**config.mk**
```make
export PLATFORM = sky130hd
export DESIGN_NAME = result_sampler
export DESIGN_NICKNAME = d
export VERILOG_FILES = /design/src/rtl/rsp_pkg.sv /design/src/rtl/rsp_step_counter.sv /design/src/rtl/rsp_select_table.sv /design/src/rtl/rsp_set_builder.sv /design/src/rtl/rsp_fifo_writer.sv /design/src/rtl/result_sampler.sv
export SDC_FILE = /design/constraint.sdc
export NUM_CORES = 2
export LEC_CHECK = 0
export CAP_MARGIN = 20
export CORE_MARGIN = 1
export CORE_UTILIZATION = 40
export DETAILED_ROUTE_END_ITERATION = 6
export HOLD_SLACK_MARGIN = 0.08
export PLACE_DENSITY = 0.62
export SLEW_MARGIN = 10
export SYNTH_ARGS = -nofsm -noshare
export SYNTH_HDL_FRONTEND = slang
export SYNTH_HIERARCHICAL = 1
export SYNTH_SLANG_ARGS = --single-unit
```
**constraint.sdc**
```tcl
create_clock -name clk -period 14.1 [get_ports clk]
set_clock_uncertainty 0.2 [all_clocks]
set_input_delay 2.115 -clock clk [delete_from_list [all_inputs] [get_ports clk]]
set_output_delay 2.115 -clock clk [all_outputs]
set_load 0.05 [all_outputs]
```
**src/rtl/rsp_pkg.sv**
```systemverilog
package rsp_pkg;

    localparam int WORD_W = 32;
    localparam int DBL_W  = 64;

    typedef enum logic [0:0] {
        WR_IDLE = 1'b0,
        WR_SEND = 1'b1
    } wr_state_e;

    // Double to single: round to nearest even, saturate to infinity, flush to zero.
    function automatic logic [WORD_W-1:0] dbl_to_sgl(input logic [DBL_W-1:0] d);
        logic               sgn;
        logic [10:0]        ex;
        logic [51:0]        man;
        logic signed [12:0] be;
        logic               rnd;
        logic [30:0]        sum;
        logic [WORD_W-1:0]  res;
        sgn = d[63];
        ex  = d[62:52];
        man = d[51:0];
        be  = $signed({2'b00, ex}) - 13'sd896;
        rnd = man[28] & ((|man[27:0]) | man[29]);
        sum = {be[7:0], man[51:29]} + {30'd0, rnd};
        if (ex == 11'h7FF)
            res = (man != 52'd0) ? {sgn, 8'hFF, 1'b1, 22'd0} : {sgn, 8'hFF, 23'd0};
        else if (be <= 13'sd0)
            res = {sgn, 31'd0};
        else if (be >= 13'sd255)
            res = {sgn, 8'hFF, 23'd0};
        else
            res = {sgn, sum};
        return res;
    endfunction

endpackage

```
**src/rtl/rsp_step_counter.sv**
```systemverilog
module rsp_step_counter #(
    parameter int IW = 16
) (
    input  logic          clk,
    input  logic          rst,
    input  logic          preload,
    input  logic          step_done,
    input  logic [IW-1:0] interval,
    output logic          sample
);
    logic [IW-1:0] cnt_q;
    logic [IW:0]   cnt_inc;

    assign cnt_inc = {1'b0, cnt_q} + {{IW{1'b0}}, 1'b1};

    always_ff @(posedge clk) begin
        if (rst || preload) begin
            cnt_q  <= '0;
            sample <= 1'b0;
        end else begin
            sample <= 1'b0;
            if (step_done) begin
                if (cnt_inc >= {1'b0, interval}) begin
                    sample <= 1'b1;
                    cnt_q  <= '0;
                end else begin
                    cnt_q <= cnt_inc[IW-1:0];
                end
            end
        end
    end
endmodule

```
**src/rtl/rsp_select_table.sv**
```systemverilog
module rsp_select_table #(
    parameter int DEPTH = 6,
    parameter int AW    = 3,
    parameter int NW    = 3
) (
    input  logic                clk,
    input  logic                rst,
    input  logic                preload,
    input  logic                we,
    input  logic [AW-1:0]       addr,
    input  logic [NW-1:0]       node,
    output logic [DEPTH*NW-1:0] sel_flat
);
    for (genvar s = 0; s < DEPTH; s++) begin : g_entry
        logic [NW-1:0] ent_q;
        always_ff @(posedge clk) begin
            if (rst)
                ent_q <= '0;
            else if (preload && we && (addr == AW'(s)))
                ent_q <= node;
        end
        assign sel_flat[s*NW +: NW] = ent_q;
    end
endmodule

```
**src/rtl/rsp_set_builder.sv**
```systemverilog
module rsp_set_builder #(
    parameter int N_NODE  = 8,
    parameter int N_CTRL  = 4,
    parameter int MAX_OUT = 6,
    parameter int NW      = 3,
    parameter int CW      = 3
) (
    input  logic [N_NODE*rsp_pkg::DBL_W-1:0]   elec_flat,
    input  logic [N_CTRL*rsp_pkg::WORD_W-1:0]  ctrl_flat,
    input  logic [MAX_OUT*NW-1:0]              sel_flat,
    input  logic [CW-1:0]                      ne,
    input  logic [CW-1:0]                      nc,
    output logic [MAX_OUT*rsp_pkg::WORD_W-1:0] set_flat
);
    import rsp_pkg::*;

    for (genvar k = 0; k < MAX_OUT; k++) begin : g_slot
        logic [NW-1:0]     node;
        logic [DBL_W-1:0]  dsel;
        logic [WORD_W-1:0] w;

        assign node = sel_flat[k*NW +: NW];

        always_comb begin
            dsel = '0;
            for (int n = 0; n < N_NODE; n++)
                if (node == NW'(n)) dsel = elec_flat[n*DBL_W +: DBL_W];
        end

        always_comb begin
            w = '0;
            if (int'(ne) > k)
                w = dbl_to_sgl(dsel);
            else
                for (int c = 0; c < N_CTRL; c++)
                    if ((int'(ne) + c == k) && (c < int'(nc)))
                        w = ctrl_flat[c*WORD_W +: WORD_W];
        end

        assign set_flat[k*WORD_W +: WORD_W] = w;
    end
endmodule

```
**src/rtl/rsp_fifo_writer.sv**
```systemverilog
module rsp_fifo_writer #(
    parameter int MAX_OUT = 6,
    parameter int CW      = 3
) (
    input  logic                               clk,
    input  logic                               rst,
    input  logic                               sample,
    input  logic [MAX_OUT*rsp_pkg::WORD_W-1:0] set_flat,
    input  logic [CW-1:0]                      total,
    input  logic                               fifo_full,
    output logic                               fifo_wr_en,
    output logic [rsp_pkg::WORD_W-1:0]         fifo_wr_data,
    output logic                               overflow
);
    import rsp_pkg::*;

    wr_state_e                    state_q;
    logic [CW-1:0]                ptr_q;
    logic [CW-1:0]                last_q;
    logic [MAX_OUT*WORD_W-1:0]    hold_q;
    logic                         done_now;
    logic                         accept;

    assign done_now = (state_q == WR_SEND) && !fifo_full && (ptr_q == last_q);
    assign accept   = sample && ((state_q == WR_IDLE) || done_now);

    always_ff @(posedge clk) begin
        if (rst) begin
            state_q  <= WR_IDLE;
            ptr_q    <= '0;
            last_q   <= '0;
            hold_q   <= '0;
            overflow <= 1'b0;
        end else begin
            if (state_q == WR_SEND) begin
                if (fifo_full) begin
                    state_q  <= WR_IDLE;
                    overflow <= 1'b1;
                end else if (ptr_q == last_q) begin
                    state_q <= WR_IDLE;
                end else begin
                    ptr_q <= ptr_q + 1'b1;
                end
            end
            if (sample && !accept)
                overflow <= 1'b1;
            if (accept && (total != '0)) begin
                hold_q  <= set_flat;
                ptr_q   <= '0;
                last_q  <= total - 1'b1;
                state_q <= WR_SEND;
            end
        end
    end

    assign fifo_wr_en   = (state_q == WR_SEND) && !fifo_full;
    assign fifo_wr_data = hold_q[int'(ptr_q)*WORD_W +: WORD_W];
endmodule

```
**src/rtl/result_sampler.sv**
```systemverilog
module result_sampler #(
    parameter int N_NODE  = 8,
    parameter int N_CTRL  = 4,
    parameter int MAX_OUT = 6,
    parameter int IW      = 16,
    localparam int NW     = (N_NODE > 1) ? $clog2(N_NODE) : 1,
    localparam int AW     = (MAX_OUT > 1) ? $clog2(MAX_OUT) : 1,
    localparam int CW     = $clog2(MAX_OUT + 1)
) (
    input  logic                     clk,
    input  logic                     rst,
    input  logic                     preload,
    input  logic                     sel_we,
    input  logic [AW-1:0]            sel_addr,
    input  logic [NW-1:0]            sel_node,
    input  logic [IW-1:0]            cfg_interval,
    input  logic [CW-1:0]            cfg_n_elec,
    input  logic [CW-1:0]            cfg_n_ctrl,
    input  logic                     step_done,
    input  logic [N_NODE*64-1:0]     elec_results,
    input  logic [N_CTRL*32-1:0]     ctrl_results,
    input  logic                     fifo_full,
    output logic                     fifo_wr_en,
    output logic [31:0]              fifo_wr_data,
    output logic                     sample_pulse,
    output logic                     overflow
);
    localparam int CTRL_CAP = (N_CTRL < MAX_OUT) ? N_CTRL : MAX_OUT;

    logic [MAX_OUT*NW-1:0] sel_flat;
    logic [MAX_OUT*32-1:0] set_flat;
    logic [CW-1:0]         ne_c, room, nc_c, total;

    always_comb begin
        ne_c = (cfg_n_elec > CW'(MAX_OUT)) ? CW'(MAX_OUT) : cfg_n_elec;
        room = CW'(MAX_OUT) - ne_c;
        nc_c = cfg_n_ctrl;
        if (nc_c > CW'(CTRL_CAP)) nc_c = CW'(CTRL_CAP);
        if (nc_c > room)          nc_c = room;
        total = ne_c + nc_c;
    end

    rsp_step_counter #(.IW(IW)) u_cnt (
        .clk(clk), .rst(rst), .preload(preload), .step_done(step_done),
        .interval(cfg_interval), .sample(sample_pulse)
    );

    rsp_select_table #(.DEPTH(MAX_OUT), .AW(AW), .NW(NW)) u_tab (
        .clk(clk), .rst(rst), .preload(preload), .we(sel_we),
        .addr(sel_addr), .node(sel_node), .sel_flat(sel_flat)
    );

    rsp_set_builder #(.N_NODE(N_NODE), .N_CTRL(N_CTRL), .MAX_OUT(MAX_OUT),
                      .NW(NW), .CW(CW)) u_build (
        .elec_flat(elec_results), .ctrl_flat(ctrl_results), .sel_flat(sel_flat),
        .ne(ne_c), .nc(nc_c), .set_flat(set_flat)
    );

    rsp_fifo_writer #(.MAX_OUT(MAX_OUT), .CW(CW)) u_wr (
        .clk(clk), .rst(rst), .sample(sample_pulse), .set_flat(set_flat),
        .total(total), .fifo_full(fifo_full), .fifo_wr_en(fifo_wr_en),
        .fifo_wr_data(fifo_wr_data), .overflow(overflow)
    );
endmodule

```
* Word-level counts from Yosys, hierarchy flattened
Index checks and enable logic that the tools add are counted.
** Storage, ports and cells
- Register bits :: 235
- Output and inout bits :: 35
- Word-level logic and storage cells :: 334
** Cells by class
- Add/sub/neg operators :: 20
- $lt $le $gt $ge :: 26
- Eq/ne operators :: 74
- Shift-type cells :: 1
- Mux-type cells :: 114
- Bitwise operators :: 16
- Reduce and logical (&&, ||, !) cells :: 70
** Operators by type and width (number)
- $mux 64 :: 48
- $mux 32 :: 30
- $mux 31 :: 18
- $reduce_bool 52->1 :: 6
- $eq 32x3->1 const B :: 6
- $eq 32x4->1 const B :: 6
- $shiftx 192x9->32 :: 1
- $add 31x1->31 :: 6
- $reduce_or 28->1 :: 6
- $mux 23 :: 6
- $logic_not 32->1 :: 4
- $eq 32x2->1 const B :: 3
- $eq 3x3->1 const B :: 30
- $ge 13x9->1 const B :: 6
- $le 13x1->1 const B :: 6
- $sub 11x10->12 const B :: 6
- $eq 11x11->1 const B :: 6
- $eq 3x2->1 const B :: 15
- $logic_and 1x1->1 :: 36
- $eq 3x1->1 const B :: 7
- $logic_not 3->1 :: 7
- $add 16x1->17 const B :: 1
- $ge 17x16->1 :: 1
- $mux 16 :: 1
- 25 further kinds :: 59

* Longest topological paths before layout
- Word-level depth :: 17
- Gate-level depth with buffers :: 24
- Gate-level depth less buffers :: 22

* Modules after synthesis
Netlist, hierarchy kept.
** By module, submodules not included
- rsp_set_builder :: instances 1, cells an instance 3613, area each 27686.6 sq um
- rsp_fifo_writer :: instances 1, cells an instance 1036, area each 10500.1 sq um
- rsp_step_counter :: instances 1, cells an instance 184, area each 1460.2 sq um
- rsp_select_table :: instances 1, cells an instance 69, area each 743.2 sq um
- result_sampler :: instances 1, cells an instance 35, area each 284.0 sq um

* Worst setup path before layout
OpenSTA, ideal clock, no wires.
- Path type :: input to register
- From :: in cfg_n_elec[1]
- To :: reg u_wr.last_q[0]
- Data arrival time :: 5.984 ns
- Path slack :: 7.795 ns
- Stages on the path :: 23
- Buffers on the path :: 2
- Cells stage by stage :: nand2_1 -> nand2_1 -> inv_1 -> ha_1 -> xor2_1 -> ha_1 -> nand2b_1 -> nor3b_1 -> a211oi_2 -> a31oi_1 -> mux2i_1 -> ha_1 -> inv_1 -> fa_1 -> xor2_1 -> xnor2_1 -> inv_1 -> ha_1 -> nor3b_1 -> a41o_1 -> buf_4 -> buf_6 -> mux2_2
** Between the ends
- Longest elaborated chain between the ends :: 8
** RTL lines
- start: declaration :: line result_sampler.sv:17 : input logic [CW-1:0] cfg_n_elec,
- $gt 3x3->1 * :: line result_sampler.sv:35 : ne_c = (cfg_n_elec > CW'(MAX_OUT)) ? CW'(MAX_OUT) : cfg_n_elec;
- $mux 3 * :: line result_sampler.sv:35
- net ne_c[0] :: line result_sampler.sv:32 : logic [CW-1:0] ne_c, room, nc_c, total;
- $sub 3x3->3 * :: line result_sampler.sv:36 : room = CW'(MAX_OUT) - ne_c;
- $gt 3x3->1 :: line result_sampler.sv:39 : if (nc_c > room) nc_c = room;
- $mux 3 * :: line result_sampler.sv:39
- net nc_c[0] :: line result_sampler.sv:32
- $add 3x3->3 * :: line result_sampler.sv:40 : total = ne_c + nc_c;
- net total[2] :: line result_sampler.sv:32
- $reduce_bool 3->1 * :: line rsp_fifo_writer.sv:47 : if (accept && (total != '0)) begin
- $logic_and 1x1->1 * :: line rsp_fifo_writer.sv:47
- end signal: assignment :: line rsp_fifo_writer.sv:50 : last_q <= total - 1'b1;
- end: declaration :: line rsp_fifo_writer.sv:19 : logic [CW-1:0] last_q;
Mark *: on every way through the listed nets, which the timed path passes. The rest lies on a longest branch.
A chain may end at the register's enable or synchronous reset.

* Final worst setup path
- From :: in cfg_n_elec[2]
- To :: reg u_wr.hold_q[160]
** RTL lines
- $gt 3x3->1 * :: line result_sampler.sv:35
- $mux 3 * :: line result_sampler.sv:35
- net ne_c[0] :: line result_sampler.sv:32
- $sub 3x3->3 * :: line result_sampler.sv:36
- $gt 3x3->1 :: line result_sampler.sv:39
- $mux 3 * :: line result_sampler.sv:39
- net nc_c[0] :: line result_sampler.sv:32
- $add 3x3->3 * :: line result_sampler.sv:40
- net total[2] :: line result_sampler.sv:32
- $reduce_bool 3->1 * :: line rsp_fifo_writer.sv:47
- $logic_and 1x1->1 * :: line rsp_fifo_writer.sv:47
- end signal: assignment :: line rsp_fifo_writer.sv:48 : hold_q <= set_flat;
- end: declaration :: line rsp_fifo_writer.sv:20 : logic [MAX_OUT*WORD_W-1:0] hold_q;
Marks and branches as above.

==> impl_summary.md <==
Outcome
The flow ran to the end, but the final reports show violations. The checks that failed: DRC.

GRT
For this run, the total global-route usage over all layers was measured as ~43%. The number of antenna violations at the first check in global routing is 36. The first-pass GRT wire length is 321,000 µm. Entering global routing, the biggest net connects between 100 and 150 pins. The via count of the first global-routing pass came to 42,700. The remaining global-route overflow is 0.

Worst hold path
The min-delay analysis places its worst path in the category reg -> reg. The count of cells along the worst hold path is 2.

Setup path
Together, buffers and inverters on the worst path number 5. Walking the worst path, the cells encountered are clkdlybuf4s50_1 > nand2_1 > nand2_1 > inv_1 > ha_1 > xor2_1 > ha_1 > nand2b_1 > nor3b_1 > a211oi_2 > a31oi_1 > mux2i_1 > ha_1 > inv_1 > fa_1 > xor2_1 > xnor2_1 > inv_1 > ha_1 > nor3b_1 > a41o_4 > buf_4 > mux2i_1. The cell count along the critical path is 23. The cell family contributing the most delay on the critical path is buffers and inverters. The slowest stage of the critical path belongs to the cell sky130_fd_sc_hd__clkdlybuf4s50_1.

STA puts the critical path data required time at roughly 14,000 ps. The critical path's most frequent cell is sky130_fd_sc_hd__ha_1. The critical path endpoint category is a flip-flop. For the worst setup path, the data arrival time is about 9200 ps. For this run, the slowest stage of the critical path takes 1000 ps. The worst setup path is of the in -> reg kind. The worst register-to-register path has a depth of 14.

The worst setup path is launched from an input pin. The top fanout value on the critical path is 57.

Placement
Detailed placement ended at an HPWL of approximately 170,000 µm. Buffers placed on the I/O ports in this run total 708. The placer's final routability congestion estimate is roughly 1.1. The placed instances occupy a cell area of 47,700 µm².

Routing
The total length of routed wires is around 230,000 µm. After detailed routing, the number of remaining DRC violations is 42. The top layer reached by signal wires is met5. The number of design-rule violations left by the first detailed-router iteration is 8,910. The detailed route wirelength on metal3 is 37,900 µm. The via total after detailed routing is 47,700. The first detailed-routing pass ran for 7 iterations. The wire length the detailed router placed on met1 is 89,300 µm. The mean routed wirelength per cell is around 34 µm. The met2 wirelength from detailed routing is 90,600 µm.

Using the TritonRoute via totals, the vias-per-cell ratio works out to 7.09. The antenna violation net count after detailed routing is 0.

STA
The highest attainable clock frequency is around 110 MHz. The clock period minus worst slack is 8870 ps. The total count of hold-check failures in the final report is 0. The final setup violation count is 0. At the pin with the least slew margin, the transition time is around 1200 ps. The portion of the clock cycle consumed by the worst path in the final layout is 62.9%. Setup repair after global routing left no endpoint under its margin. The worst pin sits at a relative slew slack of a little under a fifth. Adding up every negative setup slack in the final design gives 0 ps.

The max-slew violation count is 0.

Clock network
The CTS tree is done. The tree is rooted in a sky130_fd_sc_hd__clkbuf_16. The number of buffers added to fix hold violations after cts is 0. The TritonCTS buffer count is 29. The clock network latency to the later pin of the worst-skew pair is between 600 and 700 ps.

In this run the post-CTS setup repair buffer count came out at 0. Clock-pin slew was measured on the worst setup and hold paths at 60 ps. The count of H-tree levels built during CTS is 1. Gates resized during post-CTS repair numbered 0.

In this run the deepest clock path goes through 3 buffers. The total clock sinks is 235.

Pwr
Dividing total power by cell area gives a power density of 53.7 nW/µm². The worst voltage drop across the vdd grid is 79.3 µV. The static leakage is 15.5 nW.

Logic synthesis
Sorting the synthesized cells by area gives the leading types as sky130_fd_sc_hd__mux4_2 13%, sky130_fd_sc_hd__dfxtp_1 12%, sky130_fd_sc_hd__mux2i_1 11%. Counting distinct cell types in the post-synthesis netlist gives about 130. The flip-flop and latch count after synthesis is 235. The average cell area after synthesis is 8.24 µm². The number of nets in the synthesized netlist is 5,654.

Counting flops with a built-in enable in the synthesized netlist gives 0. The mapped netlist covers 40,700 µm². The area share of the largest cell type after synthesis is 12.5%.

The post-synthesis sequential area ratio is 11.6%. For this run, the number of Yosys warnings is 6. The library cell occupying the most area in the post-synthesis netlist is sky130_fd_sc_hd__mux4_2. The async set or reset register ratio after synthesis is 0%.

The most frequently used flop master after synthesis is sky130_fd_sc_hd__dfxtp_1. Synthesis produced a netlist whose cell count is 4,937.

Finish
Cells with a size suffix above 1 make up 12.2% of the layout. The sequential cell area is 4760 µm². Compared with the post-synthesis result, the final layout area differs by 20.0%. The area occupied by multi-input gates is ~33,000 µm². The filler cell count in the final layout is 9,779.

The post-layout instance area is between 40,000 and 50,000 µm². The layout net count is between 6,000 and 7,000.

Floorplanning
The die covers a little over 100,000 µm². After floorplanning, the core was divided into 116 placement rows. From bottom edge to top edge, the die measures 321 µm. In this run the horizontal extent of the chip is 321 µm.

The initial utilization of the core area, before any placement, comes to 40.5%. The placeable core area is around 100,000 µm². The I/O pin count is around 710.

Run
Max-cap violations in this run came to 0.
[sequential cells by signal (all words and copies together), names as in the netlist]
name,cells
u_wr/last_q,3
u_cnt/cnt_q,16
u_wr/overflow,1
u_cnt/sample,1
u_wr/hold_q,192
u_wr/state_q,1
u_tab/g_entry.ent_q,18
u_wr/ptr_q,3
[per-stage QoR]
stage	power (mW)	hold slack, ps	cells	util, %	setup slack (ps)
after floorplan	1.21	245	4937	-	7800
after global placement	1.75	255	6665	47.5	4850
after detailed placement	1.75	259	6665	47.5	4690
after CTS	2.55	273	6719	48.5	5310
after global routing	2.67	282	6729	48.6	4760
final	2.62	271	6738	48.6	5230
[report_power, final]
group          switching (mW)  internal [mW]
Clock                   0.346          0.461
Combinational           0.679          0.463
Sequential            0.00829          0.662
[worst paths after layout]
kind	slack (ps)	startpoint	end
setup / recovery	5230	cfg_n_elec[2]	u_wr/hold_q[160]
hold / removal	270	u_wr/hold_q[100]	u_wr/hold_q[100]
setup reg to reg	7750	u_tab/g_entry[3].ent_q[2]	u_wr/hold_q[125]
hold reg to reg	270	u_wr/hold_q[100]	u_wr/hold_q[100]
[worst register-to-register path, stage by stage (launching register included)]
cell and delay (ps):
sky130_fd_sc_hd__dfxtp_2 310, sky130_fd_sc_hd__buf_4 520, sky130_fd_sc_hd__buf_4 600, sky130_fd_sc_hd__or2_0 630, sky130_fd_sc_hd__buf_4 320, sky130_fd_sc_hd__a211oi_1 70
sky130_fd_sc_hd__a221oi_1 850, sky130_fd_sc_hd__and2_1 340, sky130_fd_sc_hd__nand4_1 390, sky130_fd_sc_hd__nor3_1 920, sky130_fd_sc_hd__nor4b_2 360, sky130_fd_sc_hd__xor2_1 170
sky130_fd_sc_hd__a221oi_1 360, sky130_fd_sc_hd__nand2b_1 90, sky130_fd_sc_hd__mux2i_1 130
[layer usage]
metal  up-vias  GRT usage [%]
met2      4326           58.9
met1     22700           56.5
met5         -          0.473
li1      19900              -
met3       841           18.9
met4        44           18.3
[cells in the final DEF (no fill, tap or decap), drive strengths merged, types with 34 or more instances in the layout]
cell type / n
nor2: 314
nand2b: 493
a22o: 34
clkbuf: 41
a21oi: 253
nor3: 75
and2: 45
nand3: 120
inv: 126
mux2: 119
a221oi: 92
xor2: 97
o21ai: 179
xnor2: 94
o22ai: 210
a222oi: 73
dfxtp: 235
a211oi: 74
buf: 97
nor2b: 53
a22oi: 100
nand2: 301
nor4: 96
clkdlybuf4s50: 707
nand4: 61
mux4: 245
ha: 42
a21boi: 42
mux2i: 448
[cells by family (layout without fill, tap and decap cells)]
family | Yosys count | count (layout) | share of synthesized area, %
DFF | 235 | 235 | 11.6
adders and majority gates | 43 | 43 | 1.34
other | 0 | 13 | 0
xor gates and xnor gates | 191 | 191 | 4.15
muxes | 812 | 812 | 28.1
AOI/OAI and AO/OA | 1351 | 1351 | 23.5
and+or+nand+nor | 1747 | 1747 | 23.7
buffers and inverters | 558 | 989 | 7.68
[Yosys cell counts (all sizes together) (17+ instances only)]
master  instances
a21boi         42
clkbuf        190
a31oi          30
a211oi         74
o22ai         210
mux4          245
dfxtp         235
nand2b        493
nand4          61
nor2          314
a21o           19
or2            30
nand3         120
a22oi         100
and3           30
o221ai         31
a222oi         73
a221oi         92
a21oi         253
mux2          119
nand2         301
o31ai          19
or3            17
nor2b          53
nor3b          22
inv           124
mux2i         448
nor3           75
xor2           97
nor4           96
buf           241
ha             42
and2           45
a22o           34
xnor2          94
nand3b         30
o21ai         179
o211ai         31
[area by class of cell]
class | instances | area share, %
Multi-Input combinational cell | 4144 | 67.6
Timing Repair Buffer | 808 | 16.1
Sequential cell | 235 | 9.77
Tap cell | 1357 | 3.48
Clock buffer | 37 | 1.65
Inverter | 127 | 0.977
Clock inverter | 17 | 0.390
Antenna cell | 13 | 0.0667
(Power assumes the default switching activity.)
